[src/rtl/opmode_pkg.sv]
package opmode_pkg;
  localparam int SZ_W  = 4;
  localparam int CPL_W = 2;

  typedef enum logic {
    MODE_LONG   = 1'b0,
    MODE_LEGACY = 1'b1
  } mode_e;

  typedef enum logic [2:0] {
    SUB_64     = 3'd0,
    SUB_COMPAT = 3'd1,
    SUB_PROT   = 3'd2,
    SUB_V86    = 3'd3,
    SUB_REAL   = 3'd4
  } sub_e;

  typedef struct packed {
    mode_e             mode;
    sub_e              sub;
    logic [CPL_W-1:0]  cpl;
    logic              paging;
    logic [SZ_W-1:0]   op_dflt;
    logic [SZ_W-1:0]   op_alt;
    logic [SZ_W-1:0]   ad_dflt;
    logic [SZ_W-1:0]   ad_alt;
    logic [SZ_W-1:0]   stk;
  } summary_t;

  localparam int SUM_W = $bits(summary_t);

  localparam logic [SZ_W-1:0] BYTES2 = SZ_W'(2);
  localparam logic [SZ_W-1:0] BYTES4 = SZ_W'(4);
  localparam logic [SZ_W-1:0] BYTES8 = SZ_W'(8);

  localparam summary_t SUMMARY_RST = '{
    mode:    MODE_LEGACY,
    sub:     SUB_REAL,
    cpl:     '0,
    paging:  1'b0,
    op_dflt: BYTES2,
    op_alt:  BYTES4,
    ad_dflt: BYTES2,
    ad_alt:  BYTES4,
    stk:     BYTES2
  };
endpackage

[src/rtl/opmode_classify.sv]
module opmode_classify
  import opmode_pkg::*;
(
  input  logic  long_act_i,
  input  logic  prot_en_i,
  input  logic  cs_lmode_i,
  input  logic  v86_flag_i,
  output mode_e mode_o,
  output sub_e  sub_o
);
  always_comb begin
    if (long_act_i) begin
      mode_o = MODE_LONG;
      sub_o  = cs_lmode_i ? SUB_64 : SUB_COMPAT;
    end else begin
      mode_o = MODE_LEGACY;
      if (!prot_en_i)      sub_o = SUB_REAL;
      else if (v86_flag_i) sub_o = SUB_V86;
      else                 sub_o = SUB_PROT;
    end
  end
endmodule

[src/rtl/opmode_sizes.sv]
module opmode_sizes
  import opmode_pkg::*;
(
  input  sub_e             sub_i,
  input  logic             cs_dsize_i,
  input  logic             ss_dsize_i,
  output logic [SZ_W-1:0]  op_dflt_o,
  output logic [SZ_W-1:0]  op_alt_o,
  output logic [SZ_W-1:0]  ad_dflt_o,
  output logic [SZ_W-1:0]  ad_alt_o,
  output logic [SZ_W-1:0]  stk_o
);
  logic wide64;
  assign wide64 = (sub_i == SUB_64);

  // operand width: 64-bit submode behaves like a wide code segment
  always_comb begin
    if (wide64 || cs_dsize_i) begin
      op_dflt_o = BYTES4;
      op_alt_o  = BYTES2;
    end else begin
      op_dflt_o = BYTES2;
      op_alt_o  = BYTES4;
    end
  end

  // address width: three tiers
  always_comb begin
    if (wide64) begin
      ad_dflt_o = BYTES8;
      ad_alt_o  = BYTES4;
    end else if (cs_dsize_i) begin
      ad_dflt_o = BYTES4;
      ad_alt_o  = BYTES2;
    end else begin
      ad_dflt_o = BYTES2;
      ad_alt_o  = BYTES4;
    end
  end

  // stack width follows the stack segment, not the code segment
  always_comb begin
    if (wide64)          stk_o = BYTES8;
    else if (ss_dsize_i) stk_o = BYTES4;
    else                 stk_o = BYTES2;
  end
endmodule

[src/rtl/opmode_summary_reg.sv]
module opmode_summary_reg
  import opmode_pkg::*;
(
  input  logic     clk,
  input  logic     rst_n,
  input  logic     load_i,
  input  summary_t next_i,
  output summary_t q_o
);
  summary_t q_d;

  always_comb begin
    q_d = q_o;
    if (load_i) q_d = next_i;
  end

  always_ff @(posedge clk or negedge rst_n) begin
    if (!rst_n) q_o <= SUMMARY_RST;
    else        q_o <= q_d;
  end
endmodule

[src/rtl/opmode_decoder.sv]
module opmode_decoder
  import opmode_pkg::*;
(
  input  logic                   clk,
  input  logic                   rst_n,
  input  logic                   update_i,
  input  logic                   long_act_i,
  input  logic                   prot_en_i,
  input  logic                   paging_i,
  input  logic                   cs_lmode_i,
  input  logic                   cs_dsize_i,
  input  logic [CPL_W-1:0]       cs_priv_i,
  input  logic                   ss_dsize_i,
  input  logic                   v86_flag_i,
  output logic [SUM_W-1:0]       summary_o
);
  mode_e           mode_c;
  sub_e            sub_c;
  logic [SZ_W-1:0] op_dflt_c, op_alt_c, ad_dflt_c, ad_alt_c, stk_c;
  summary_t        next_c;
  summary_t        held_q;

  opmode_classify u_classify (
    .long_act_i (long_act_i),
    .prot_en_i  (prot_en_i),
    .cs_lmode_i (cs_lmode_i),
    .v86_flag_i (v86_flag_i),
    .mode_o     (mode_c),
    .sub_o      (sub_c)
  );

  opmode_sizes u_sizes (
    .sub_i      (sub_c),
    .cs_dsize_i (cs_dsize_i),
    .ss_dsize_i (ss_dsize_i),
    .op_dflt_o  (op_dflt_c),
    .op_alt_o   (op_alt_c),
    .ad_dflt_o  (ad_dflt_c),
    .ad_alt_o   (ad_alt_c),
    .stk_o      (stk_c)
  );

  always_comb begin
    next_c.mode    = mode_c;
    next_c.sub     = sub_c;
    next_c.cpl     = cs_priv_i;
    next_c.paging  = paging_i;
    next_c.op_dflt = op_dflt_c;
    next_c.op_alt  = op_alt_c;
    next_c.ad_dflt = ad_dflt_c;
    next_c.ad_alt  = ad_alt_c;
    next_c.stk     = stk_c;
  end

  opmode_summary_reg u_reg (
    .clk    (clk),
    .rst_n  (rst_n),
    .load_i (update_i),
    .next_i (next_c),
    .q_o    (held_q)
  );

  assign summary_o = held_q;
endmodule

[config.mk]
export PLATFORM = sky130hd
export DESIGN_NAME = opmode_decoder
export DESIGN_NICKNAME = d
export VERILOG_FILES = /design/src/rtl/opmode_pkg.sv /design/src/rtl/opmode_classify.sv /design/src/rtl/opmode_sizes.sv /design/src/rtl/opmode_summary_reg.sv /design/src/rtl/opmode_decoder.sv
export SDC_FILE = /design/constraint.sdc
export NUM_CORES = 1
export LEC_CHECK = 0
export ABC_AREA = 1
export BUFFER_PORTS_ARGS = -buffer_cell sky130_fd_sc_hd__buf_2
export CAP_MARGIN = 20
export CORE_MARGIN = 8
export CORE_UTILIZATION = 29
export CTS_CLUSTER_DIAMETER = 200
export DETAILED_ROUTE_END_ITERATION = 12
export GPL_ROUTABILITY_DRIVEN = 0
export GPL_TIMING_DRIVEN = 0
export PLACE_DENSITY = 0.55
export SKIP_LAST_GASP = 1
export SYNTH_ARGS = -nofsm -noshare
export SYNTH_HDL_FRONTEND = slang
export SYNTH_SLANG_ARGS = --single-unit
[constraint.sdc]
create_clock -name clk -period 1.2 [get_ports clk]
set_clock_uncertainty 0.1 [all_clocks]
set_input_delay 0.24 -clock clk [delete_from_list [all_inputs] [get_ports clk]]
set_output_delay 0.24 -clock clk [all_outputs]
set_load 0.01 [all_outputs]
# Word-level counts from Yosys, hierarchy flattened
# Cells that the tools add are included.
[totals]
word_cells = 24
memories = 0
ramBits = 0
input_bits = 12
register_bits = 27
out_inout_bits = 27
mem_bits_ro = 0
latch_bits = 0
[op_classes]
n_div = 0
n_lt_le_gt_ge = 0
shifts = 0
mux = 13
n_reduce_logical = 2
n_mul = 0
eq_ne = 0
n_addsub = 0
n_bitwise = 0
[ops]
columns = ["op", "count"]
rows = [
  ["two-way mux 3 bit", 7],
  ["two-way mux 4 bit", 3],
  ["zero test 3 bit", 1],
  ["two-way mux 1 bit", 3],
  ["logical OR 1 bit", 1],
]

# Longest topological paths before layout
[logic_depth]
word_depth = 6
mapped_depth = 5
depth_no_buf = 5

# Modules after synthesis
# From an unflattened synthesis, not the netlist that was laid out.
[unflattened]
hier_cells = 149
hier_area_um2 = 1268.7
[by_module_without_submodules]
columns = ["module", "cells_each", "area_per_inst_um2", "seq_area_each_um2", "n_inst"]
rows = [
  ["opmode_summary_reg", 114, 1068.5, 684.4, 1],
  ["opmode_sizes", 27, 163.9, 0.0, 1],
  ["opmode_classify", 8, 36.3, 0.0, 1],
]

# Worst setup path before layout
# No wires, ideal clock.
[synth_timing]
kind = "reg-to-output"
startpoint = "register u_reg.q_o[9] (netlist name)"
endpoint = "output port summary_o[14]"
required_time_ps = 860
n_path_buf = 1
stages_incl_launch_ff = 2
t_arrival_ps = 674
path_slack_ps = 186
cell_sequence = "dfstp_2 buf_4"
[synth_lines]
columns = ["item", "line_no", "rtl"]
rows = [
  ["end, declared", "opmode_decoder.sv:15", "output logic [SUM_W-1:0] summary_o"],
]

==> run_results.csv <==
group,metric,value,unit
outcome,outcome,"finished with violations",
outcome,violations,"negative setup slack",
layout,final_cells,152,
global_routing,grt.total_usage,8.236,%
power_and_ir_drop,power,1206,uW
timing,setup_viol,8,
global_routing,grt_use_met2,13.17,%
timing,rsz0062_at_grt,"true",
synth,synth_warnings,0,
setup_path,crit_path_end_kind,"output port",
clock_network,clock_sinks,14,
timing,fin_ws,-0.1645,ns
global_routing,grt_start_max_net_pins,15,
setup_path,required,0.86,ns
placed_design,io_buffers,30,
layout,final_design_area_no_fill,1046,um2
power_and_ir_drop,vdd_drop_max,0.6255,mV
setup_path,startpoint_type,"register",
layout,top_regs,"u_reg.q_o x14",
drt,drc_errors,0,
layout,largest_reg_flops,14,
drt,vias,618,
global_routing,grt.met3_usage,2.749,%
global_routing,grt_antenna_before_repair,0,
layout,area_delta_synth_final,51.45,%
clock_network,cts_buffer_depth,2,
synth,syn-mean-instance-area,8.970,um2
global_routing,gr-usage-met1,9.045,%
clock_network,cts_made_buffers,3,
layout,drive_gt1_share,50.81,%
layout,nets,137,
layout,antenna_cells,0,
setup_path,cp_slowest_cell,"dfstp_2",
setup_path,path_cells,"buf_4 > buf_6",
floorplan,fp.coreArea,2233,um2
drt,via_per_inst,4.066,
synth,yosysSeqAreaShare,51.63,%
flow_run,drv_cap,0,
timing,fmaxAchievable,732.9,MHz
clock_network,clock_latency,0.27,ns
floorplan,ios,39,
synth,synthCells,77,
drt,drtIter0Drc,11,
setup_path,worstSetupPathType,"reg2out",
clock_network,cts-root-buf,"clkbuf_4",
synth,syn_area,690.7,um2
placed_design,place.detailed.hpwl,1.320,mm
drt,ant_nets,0,
timing,maxSlewViolCount,0,
drt,first_pass_iters,4,
floorplan,die_area,4199,um2
min_path,hp-class,"in2reg",
clock_network,cts_tree,"done",
setup_path,path_buf_inv,2,
timing,post-route-period-util,113.7,%
setup_path,cp_max_fo,4,
power_and_ir_drop,power.density,1153,nW/um2
floorplan,start_util,30.92,%
synth,ys_types,13,
drt,wl_per_cell,11.19,um
layout,mostFrequentLayoutCell,"nand2_1",
global_routing,grt_pass1_wl,2.766,mm
timing,min_period,1.364,ns
floorplan,die_y,64.80,um
clock_network,htreeDepth,1,
floorplan,rows,17,
global_routing,grt.busiest_layer,"met2",
placed_design,place_ws,0.1082,ns
setup_path,cp_top_family,"flip-flops",
setup_path,cp.arrival,1.02,ns
global_routing,grt_pass1_vias,618,
timing,tns,-0.7326,ns
power_and_ir_drop,power_leakage,0.0005990,uW
setup_path,slowest_delay,0.56,ns
layout,regMostFlops,"u_reg.q_o",
placed_design,dp.cells,142,
floorplan,die_x,64.80,um
synth,ys_ff_latch,14,
layout,nFillCells,238,
layout,final_cell_mix,"33 x nand2_1, 21 x buf_2, 17 x buf_4",
placed_design,place_area,902.1,um2
global_routing,gr-total-overflow,0,
clock_network,clk_pin_slew,0.08,ns
timing,final-hold-violation-count,0,
drt,wl,1.701,mm
cells by family (layout without fill, tap and decap cells):
logic type | count (synthesis) | count (layout) | synth area share, %
AOI/OAI and AO/OA | 4 | 4 | 4.166
other | 1 | 8 | 0.5430
and+or+nand+nor | 39 | 39 | 24.09
DFF | 14 | 14 | 51.63
buffers and inverters | 19 | 59 | 19.57
per-layer routing:
metal | part of all wire [%] | vias up
met5 | 0 | -
met4 | 2.1 | 0
met3 | 9.6 | 4
met2 | 44 | 30
met1 | 44 | 270
li1 | - | 314
path summary, 6_finish.rpt:
kind	end	slack, ns	from	cells after the start
min in group asynchronous	u_reg.q_o[3]$_DFFE_PN0P_	0.28	rst_n	2
setup / recovery	summary_o[17]	-0.16	u_reg.q_o[9]$_DFFE_PN1P_	2
max in group asynchronous	u_reg.q_o[9]$_DFFE_PN1P_	0.43	rst_n	2
setup reg to reg	u_reg.q_o[5]$_DFFE_PN0P_	0.23	u_reg.q_o[5]$_DFFE_PN0P_	4
hold / removal	u_reg.q_o[1]$_DFFE_PN1P_	0.02	ss_dsize_i	2
hold reg to reg	u_reg.q_o[21]$_DFFE_PN0P_	0.37	u_reg.q_o[21]$_DFFE_PN0P_	2
cells in the mapped netlist, drive strengths merged:
library cell	n	area share [%]
buf	15	17
conb	1	0.54
dfrtp	9	33
dfstp	5	19
inv	4	2.2
nand2	33	18
nand3	6	6.2
o211ai	2	2.2
o21ai	2	2.0
timing repair:
action	4_1_cts	5_1_grt
gates resized for setup	10	0
setup buffers	4	3
hold buffers	1	0
setup endpoints to repair	10	12
hold endpoints to repair	9	0
power by group:
group	internal (uW)	total (uW)	switching (uW)	leakage (uW)
clock network	184	335	151	0.0000210
logic	172	316	143	0.000414
registers	526	556	29.4	0.000164
total	883	1210	323	0.000599
per-stage QoR:
| step | util (%) | hold slack [ns] |
|---|---|---|
| floorplan | - | -0.1556 |
| global placement | 40.39 | 0.05272 |
| detailed placement | 40.39 | 0.05718 |
| CTS | 45.83 | 0.006996 |
| global route | 46.83 | 0.009613 |
| finish | 46.83 | 0.02462 |
final cells by class:
cell class                 count  area (um2)  share of cell area (%)
clock buffer                   4       36.28                   3.469
timing repair buffer          38       269.0                   25.72
buffer                        13       108.9                   10.41
inverter                       4       15.01                   1.435
multi-input combinational     51       225.2                   21.53
tap                           28       35.03                   3.349
sequential                    14       356.6                   34.09
Note: power is estimated with default switching activity, not from simulation.
